**config.mk**
```make
export PLATFORM = sky130hd
export DESIGN_NAME = nrdiv_top
export DESIGN_NICKNAME = d
export VERILOG_FILES = /design/src/rtl/nrdiv_pkg.sv /design/src/rtl/nrdiv_prep.sv /design/src/rtl/nrdiv_step.sv /design/src/rtl/nrdiv_sign.sv /design/src/rtl/nrdiv_top.sv
export SDC_FILE = /design/constraint.sdc
export NUM_CORES = 1
export LEC_CHECK = 0
export BUFFER_PORTS_ARGS = -buffer_cell sky130_fd_sc_hd__buf_2
export CAP_MARGIN = 20
export CORE_MARGIN = 5
export CORE_UTILIZATION = 30
export DETAILED_ROUTE_END_ITERATION = 12
export PLACE_DENSITY_LB_ADDON = 0.15
export SLEW_MARGIN = 20
export SYNTH_ARGS = -nofsm -noshare
export SYNTH_HDL_FRONTEND = slang
export SYNTH_SLANG_ARGS = --single-unit
```
**constraint.sdc**
```tcl
create_clock -name clk -period 2.7 [get_ports clk]
set_clock_uncertainty 0.1 [all_clocks]
set_input_delay 0 -clock clk [delete_from_list [all_inputs] [get_ports clk]]
set_output_delay 0 -clock clk [all_outputs]
set_load 0.005 [all_outputs]
```
**src/rtl/nrdiv_pkg.sv**
```systemverilog
package nrdiv_pkg;
    typedef enum logic [1:0] {
        ST_IDLE = 2'd0,
        ST_ITER = 2'd1,
        ST_CORR = 2'd2,
        ST_SIGN = 2'd3
    } nrdiv_state_e;
endpackage

```
**src/rtl/nrdiv_prep.sv**
```systemverilog
module nrdiv_prep #(
    parameter int OPW       = 8,
    parameter bit IS_SIGNED = 1'b1
) (
    input  logic [OPW-1:0] a_in,
    input  logic [OPW-1:0] b_in,
    output logic [OPW-1:0] a_mag,
    output logic [OPW-1:0] b_mag,
    output logic           q_neg,
    output logic           r_neg,
    output logic           b_zero
);
    assign b_zero = (b_in == '0);

    generate
        if (IS_SIGNED) begin : g_signed
            // Negating the most negative value yields 2^(OPW-1), which is
            // still a correct magnitude when read as unsigned.
            assign a_mag = a_in[OPW-1] ? (~a_in + 1'b1) : a_in;
            assign b_mag = b_in[OPW-1] ? (~b_in + 1'b1) : b_in;
            assign q_neg = a_in[OPW-1] ^ b_in[OPW-1];
            assign r_neg = a_in[OPW-1];
        end else begin : g_unsigned
            assign a_mag = a_in;
            assign b_mag = b_in;
            assign q_neg = 1'b0;
            assign r_neg = 1'b0;
        end
    endgenerate
endmodule

```
**src/rtl/nrdiv_step.sv**
```systemverilog
module nrdiv_step #(
    parameter int QW = 8,
    parameter int PW = 10
) (
    input  logic [PW-1:0] p_in,
    input  logic [QW-1:0] q_in,
    input  logic [PW-1:0] d_in,
    output logic [PW-1:0] p_out,
    output logic [QW-1:0] q_out
);
    logic [PW-1:0] shifted;

    always_comb begin
        shifted = {p_in[PW-2:0], q_in[QW-1]};
        // Sign of the old partial remainder picks subtract or add.
        p_out   = p_in[PW-1] ? (shifted + d_in) : (shifted - d_in);
        q_out   = {q_in[QW-2:0], ~p_out[PW-1]};
    end
endmodule

```
**src/rtl/nrdiv_sign.sv**
```systemverilog
module nrdiv_sign #(
    parameter int OPW = 8,
    parameter int QW  = 8
) (
    input  logic [QW-1:0]  q_mag,
    input  logic [OPW-1:0] r_mag,
    input  logic           q_neg,
    input  logic           r_neg,
    input  logic           zero_div,
    input  logic [OPW-1:0] a_raw,
    output logic [QW-1:0]  q_out,
    output logic [OPW-1:0] r_out
);
    always_comb begin
        if (zero_div) begin
            q_out = '1;
            r_out = a_raw;
        end else begin
            q_out = q_neg ? (~q_mag + 1'b1) : q_mag;
            r_out = r_neg ? (~r_mag + 1'b1) : r_mag;
        end
    end
endmodule

```
**src/rtl/nrdiv_top.sv**
```systemverilog
module nrdiv_top
    import nrdiv_pkg::*;
#(
    parameter int OPW       = 8,
    parameter int FRACW     = 0,
    parameter bit IS_SIGNED = 1'b1
) (
    input  logic                  clk,
    input  logic                  rst_n,
    input  logic                  start,
    input  logic [OPW-1:0]        dividend,
    input  logic [OPW-1:0]        divisor,
    output logic                  busy,
    output logic                  done,
    output logic [OPW+FRACW-1:0]  quotient,
    output logic [OPW-1:0]        remainder,
    output logic                  div_by_zero
);
    localparam int QW = OPW + FRACW;
    localparam int PW = OPW + 2;
    localparam int CW = $clog2(QW + 1);

    typedef struct packed {
        nrdiv_state_e   state;
        logic [CW-1:0]  cnt;
        logic [PW-1:0]  p;
        logic [QW-1:0]  q;
        logic [PW-1:0]  d;
        logic [OPW-1:0] a_raw;
        logic           q_neg;
        logic           r_neg;
        logic           zero;
        logic [QW-1:0]  quot;
        logic [OPW-1:0] rem;
        logic           dbz;
        logic           done;
    } nrdiv_regs_t;

    nrdiv_regs_t r_q, r_d;

    logic [OPW-1:0] a_mag, b_mag;
    logic           q_neg, r_neg, b_zero;
    logic [PW-1:0]  step_p;
    logic [QW-1:0]  step_q;
    logic [QW-1:0]  fin_q;
    logic [OPW-1:0] fin_r;

    nrdiv_prep #(.OPW(OPW), .IS_SIGNED(IS_SIGNED)) u_prep (
        .a_in(dividend), .b_in(divisor),
        .a_mag(a_mag), .b_mag(b_mag),
        .q_neg(q_neg), .r_neg(r_neg), .b_zero(b_zero)
    );

    nrdiv_step #(.QW(QW), .PW(PW)) u_step (
        .p_in(r_q.p), .q_in(r_q.q), .d_in(r_q.d),
        .p_out(step_p), .q_out(step_q)
    );

    nrdiv_sign #(.OPW(OPW), .QW(QW)) u_sign (
        .q_mag(r_q.q), .r_mag(r_q.p[OPW-1:0]),
        .q_neg(r_q.q_neg), .r_neg(r_q.r_neg),
        .zero_div(r_q.zero), .a_raw(r_q.a_raw),
        .q_out(fin_q), .r_out(fin_r)
    );

    always_comb begin
        r_d      = r_q;
        r_d.done = 1'b0;
        case (r_q.state)
            ST_IDLE: begin
                if (start) begin
                    r_d.state = ST_ITER;
                    r_d.cnt   = '0;
                    r_d.p     = '0;
                    r_d.q     = '0;
                    r_d.q[QW-1 -: OPW] = a_mag;   // dividend scaled by 2^FRACW
                    r_d.d     = PW'(b_mag);
                    r_d.a_raw = dividend;
                    r_d.q_neg = q_neg;
                    r_d.r_neg = r_neg;
                    r_d.zero  = b_zero;
                end
            end
            ST_ITER: begin
                r_d.p   = step_p;
                r_d.q   = step_q;
                r_d.cnt = r_q.cnt + CW'(1);
                if (r_q.cnt == CW'(QW - 1)) begin
                    r_d.state = ST_CORR;
                end
            end
            ST_CORR: begin
                if (r_q.p[PW-1]) begin
                    r_d.p = r_q.p + r_q.d;
                end
                r_d.state = ST_SIGN;
            end
            default: begin
                r_d.quot  = fin_q;
                r_d.rem   = fin_r;
                r_d.dbz   = r_q.zero;
                r_d.done  = 1'b1;
                r_d.state = ST_IDLE;
            end
        endcase
    end

    always_ff @(posedge clk or negedge rst_n) begin
        if (!rst_n) begin
            r_q       <= '0;
            r_q.state <= ST_IDLE;
        end else begin
            r_q <= r_d;
        end
    end

    assign busy        = (r_q.state != ST_IDLE);
    assign done        = r_q.done;
    assign quotient    = r_q.quot;
    assign remainder   = r_q.rem;
    assign div_by_zero = r_q.dbz;

    a_r8_done_single: assert property (@(posedge clk) disable iff (!rst_n)
        done |=> !done);

    a_r9_idle_at_done: assert property (@(posedge clk) disable iff (!rst_n)
        done |-> (!busy && $past(busy)));

    a_r10_hold_quot: assert property (@(posedge clk) disable iff (!rst_n)
        !done |-> ($stable(quotient) && $stable(remainder) && $stable(div_by_zero)));

    a_r6_zero_all_ones: assert property (@(posedge clk) disable iff (!rst_n)
        div_by_zero |-> (quotient == '1));

    a_r9_start_ignored: assert property (@(posedge clk) disable iff (!rst_n)
        (busy && r_q.state == ST_ITER && r_q.cnt != CW'(QW - 1)) |=> (r_q.state == ST_ITER));
endmodule

```
Word level (Yosys, flattened, before mapping)
Cells that the tools add are included.
W data, S select, Z words.
- logic and storage cells: 60
- flip-flop bits (word level): 61
- bits of input ports: 19
- output and inout bits: 19
- bitwise operators: 6
- reduce and logical (&&, ||, !) cells: 11
- $add $sub $neg: 8
- equal/unequal tests: 6
- mux-type cells: 15
- operator list (operator ; number):
    $mux W8 ; 6
    $mux W45 ; 1
    $add A8 B1 Y8 const B ; 4
    $not A8 Y8 ; 4
    $pmux W10 S3 ; 1
    $add A10 B8 Y10 ; 2
    $mux W10 ; 2
    $pmux W8 S2 ; 1
    $sub A10 B8 Y10 ; 1
    $logic_not A8 Y1 ; 1
    $pmux W4 S2 ; 1
    $reduce_and A2 Y1 ; 4
    $ne A2 B2 Y1 const B ; 3
    $pmux W2 S3 ; 1
    $add A4 B1 Y4 const B ; 1
    $eq A4 B3 Y1 const B ; 1
    $reduce_bool A2 Y1 ; 2
    $reduce_and A3 Y1 ; 1
    $reduce_bool A3 Y1 ; 1
    $reduce_or A3 Y1 ; 1
    $eq A2 B1 Y1 const B ; 1
    $eq A2 B2 Y1 const B ; 1
    $logic_not A2 Y1 ; 1
    $mux W2 ; 1
    3 further kinds ; 3

Depth between registers and ports, before layout
- word-level depth: 5
- depth in mapped cells: 12
- gate-level depth less buffers: 12

Hierarchy
A second synthesis with hierarchy kept.
- cell total of the unflattened synthesis: 537
- area, all modules: 4688.2 sq um
- by module, submodules not included (module ; cells each ; times used ; sequential area each (sq um) ; area each (sq um)):
    nrdiv_top ; 319 ; 1 ; 1526.5 ; 3144.3
    nrdiv_step ; 91 ; 1 ; 0.0 ; 704.4
    nrdiv_sign ; 78 ; 1 ; 0.0 ; 499.2
    nrdiv_prep ; 49 ; 1 ; 0.0 ; 340.3

Worst setup path before layout
OpenSTA, ideal clock, no wires.
- path type: reg-to-reg
- from: reg r_q[30] (netlist name)
- to: reg r_q[55] (netlist name)
- library setup time: 124 ps
- data arrival time: 2313 ps
- cell stages (with the launch flop): 13
- data required time: 2476 ps
- setup slack: 163 ps
- period minus slack after synthesis: 2537 ps
- cells stage by stage: dfrtp_1 inv_1 ha_1 nor2_1 xor2_1 ha_1 nor2b_1 o21ai_0 nand2b_1 a31oi_1 a21oi_1 xor2_1 a211o_1
- word-level cells in the longest chain between the ends: 3
- elaborated cells on any way between the ends: 6
- those cells by class: add/sub (3); mux (3)
- RTL lines (item ; RTL line ; RTL):
    start, declared ; nrdiv_top.sv:39 ; nrdiv_regs_t r_q, r_d;
    start signal, assigned ; nrdiv_top.sv:113 ; r_q <= r_d;
    $add A10 B8 Y10 (tied with other cells) ; nrdiv_top.sv:94 ; r_d.p = r_q.p + r_q.d;
    $mux W10, on equally long branches ; nrdiv_top.sv:93, nrdiv_step.sv:16 ;
    $pmux W10 S3 * ; nrdiv_top.sv:69 ; case (r_q.state)
Mark *: on every way between the ends. The rest lies on a longest branch, timed or not. The select of a mux whose other input is x is not followed.
A chain may end at the register's enable or synchronous reset.

Worst setup path in the final report
- from: reg r_q[30] (netlist name)
- to: reg r_q[56] (netlist name)
Same word-level chain as after synthesis.

==> results.cfg <==
[yosys]
synth_top_family_by_area = compound AO/OA/AOI/OAI gates
syn_area_sq_um = 4175
synth_edf_count = 0
synth_xor_area_share_pct = 8.810
synth_ff_type = dfrtp_1
synth_fp_nets = 523
synthArstFlopShare_pct = 100.0
ys_seq_area_share_pct = 35.96
synth_cells = 473
synthAdderAreaFrac_pct = 9.649
yosysUniqueCellTypes = 50
synth_simple_gate_area_share_pct = 15.04
ys_warn_count = 0
avgSynthCellArea_sq_um = 8.827
ys_ff_latch = 60
synth_compound_area_share_pct = 18.43
muxShareOfSynthArea_pct = 5.244

[floorplanning]
fp-row-count = 43
start_util_pct = 30.31
core_area_sq_um = 13770
die_area_sq_um = 16380
fp.dieW_um = 128.0
num_io_pins = 38
die_y_um = 128.0

[routing]
viasPerCell = 4.838
first_pass_iters = 4
drt_iter0_drc = 173
drc = 0
antenna_left = 0
vias = 3459
wirelength_um = 10500
wl_per_cell_um = 14.68

[grt]
gr-usage-all-layers_pct = 13.44
overflow = 0
antenna_found_initial = 0
grt_start_max_net_pins = 35
grt_pass1_vias = 3501
grt_pass1_wl_um = 17620

[clock_tree]
cts_root_buf = clkbuf_16
clkSinkCount = 60
cts_buffer_depth = 2
cts.reportedPaths.clkPinSlew_ps = 50
h-tree-depth = 3
clkLatencyLatePin_ps = 320
cts_tree = yes
numCtsBuffers = 9

[cells_and_area]
antennaDiodeCount = 0
finalNetCount = 580
drive_gt1_share_pct = 20.37
final_common_cell = dfrtp_1
areaGrowthSynthToFinish_pct = 22.98
layout_common_cells = dfrtp_1, nand2_1, o21ai_0
fin_util_pct = 37.28

[placement]
globalplace.congestion = 0.8387
place_hpwl_um = 8212
portBuffers = 37

[power_and_ir_drop]
vdd_drop_max_mv = 0.5175
p_leak_nw = 2.369
p_per_area_nw_per_um2 = 1309

[status]
status = complete, no violations

[min_path]
hp-class = input pin to flip-flop

[job]
cap_violations = 0

[worst_setup_path]
critical_path.most_common_cell = o211ai_1
path_class = flip-flop to flip-flop
path_cells = inv_2, ha_2, mux2_2, ha_1, a21oi_1, nor2b_2, a31oi_4, o211ai_1, o211ai_1, xnor2_1, a41o_1
arrival_ps = 2700
rrSetupSlack_ps = 100
cp_max_fo = 4
cp_data_required_time_ps = 2810
crit_path_max_incr_delay_ps = 400
startpoint_type = flip-flop
crit_path_end_kind = flip-flop
crit_slowest_cell = dfrtp_1

[sta]
max_slew_margin_pct = 43.32
maxClockFrequency_mhz = 384.9
period_share_pct = 96.22
hold_ws_ps = 34.95
setup_violations = 0
tightest_slew_ps = 850.2
maxSlewViolCount = 0
fin_tns_setup_ps = 0
hold_viol = 0
fin_crit_ps = 2598
==> kinds of logic after synthesis <==
family | after synthesis
flops | 60
mux | 20
buf+inv | 58
xor+xnor | 42
compound gates | 125
fa+ha+maj | 31
simple gates | 137
==> power breakdown <==
group          leakage [nW]  internal [mW]  switching, mW  total, mW
Combinational          1.46           1.80           1.99       3.79
Sequential            0.752           1.28          0.440       1.72
Clock                 0.153          0.831          0.383       1.21
==> cell type report <==
class	instances	area (sq um)
Clock inverter	4	72.57
Timing Repair Buffer	82	565.5
Inverter	22	82.58
Sequential cell	60	1501
Tap cell	180	225.2
Fill cell	1450	8638
Multi-Input combinational cell	355	2441
Clock buffer	12	246.5
==> sequential cells by signal, summed over array words and instances (netlist names) <==
| name | count |
|---|---|
| quotient | 8 |
| r_q | 42 |
| remainder | 8 |
| done | 1 |
| div_by_zero | 1 |
==> cell usage after synthesis (3+ instances only) <==
library cell  instances  share of area [%]
dfrtp_1              60                 36
nand2_1              51                4.6
o21ai_0              42                5.0
nor2_1               39                3.5
a21oi_1              35                4.2
ha_1                 29                8.7
xor2_1               22                4.6
inv_1                20                1.8
xnor2_1              20                4.2
clkbuf_1             18                1.6
buf_4                16                2.9
mux2_2               15                4.0
nor2b_1              10                1.5
nand3_1               9                1.1
nor3_1                9                1.1
a21o_1                6                1.1
a22oi_1               6                1.1
o31ai_1               6                1.1
mux2i_1               5                1.2
nand2b_1              5               0.75
o22ai_1               5               0.75
or3_1                 5               0.75
a211o_1               3               0.63
a31oi_1               3               0.45
o211ai_1              3               0.54
==> path summary, 6_finish.rpt <==
path,startpoint,end,depth (start not counted)
setup / recovery,r_q[30],r_q[56],11
hold / removal,dividend[7],r_q[20],3
setup reg to reg,r_q[30],r_q[56],11
hold reg to reg,r_q[21],r_q[21],2
max in group asynchronous,rst_n,r_q[18],3
min in group asynchronous,rst_n,quotient[3],2
==> critical path, delay by kind of cell, from the launching register on <==
family	cells	cell delay (ps)
AO/OA/AOI/OAI	5	760
AND/OR/NAND/NOR	1	180
adder cells (fa/ha/maj)	2	530
buffers and inverters	1	80
XOR/XNOR	1	160
flip-flops	1	400
multiplexers	1	270
==> layer usage <==
layer  vias up  GRT usage (%)  share of wire, %
met2        80          20.18                44
met1      1616          19.28                49
met5         -              0                 0
met3         7          3.333               6.5
li1       1756              -                 -
met4         0          3.558              0.96
==> per-stage QoR <==
stage | std cells | setup slack (ps) | power, mW | cell area (sq um)
after CTS | 708 | 25.72 | 6.498 | 5029
after global placement | 675 | 64.86 | 5.209 | 4539
after global routing | 715 | -15.27 | 7.359 | 5135
final | 715 | 102.1 | 6.722 | 5135
after detailed placement | 675 | 30.56 | 5.214 | 4539
after floorplan | 473 | 162.8 | 4.278 | 4175
==> timing repair <==
| action | CTS | global route |
|---|---|---|
| setup buffers | 0 | 7 |
| hold buffers | 17 | 0 |
| setup endpoints to repair | 0 | 6 |
| gates resized for setup | 0 | 13 |
| endpoints found under the hold margin | 48 | 0 |
(Power assumes the default switching activity.)
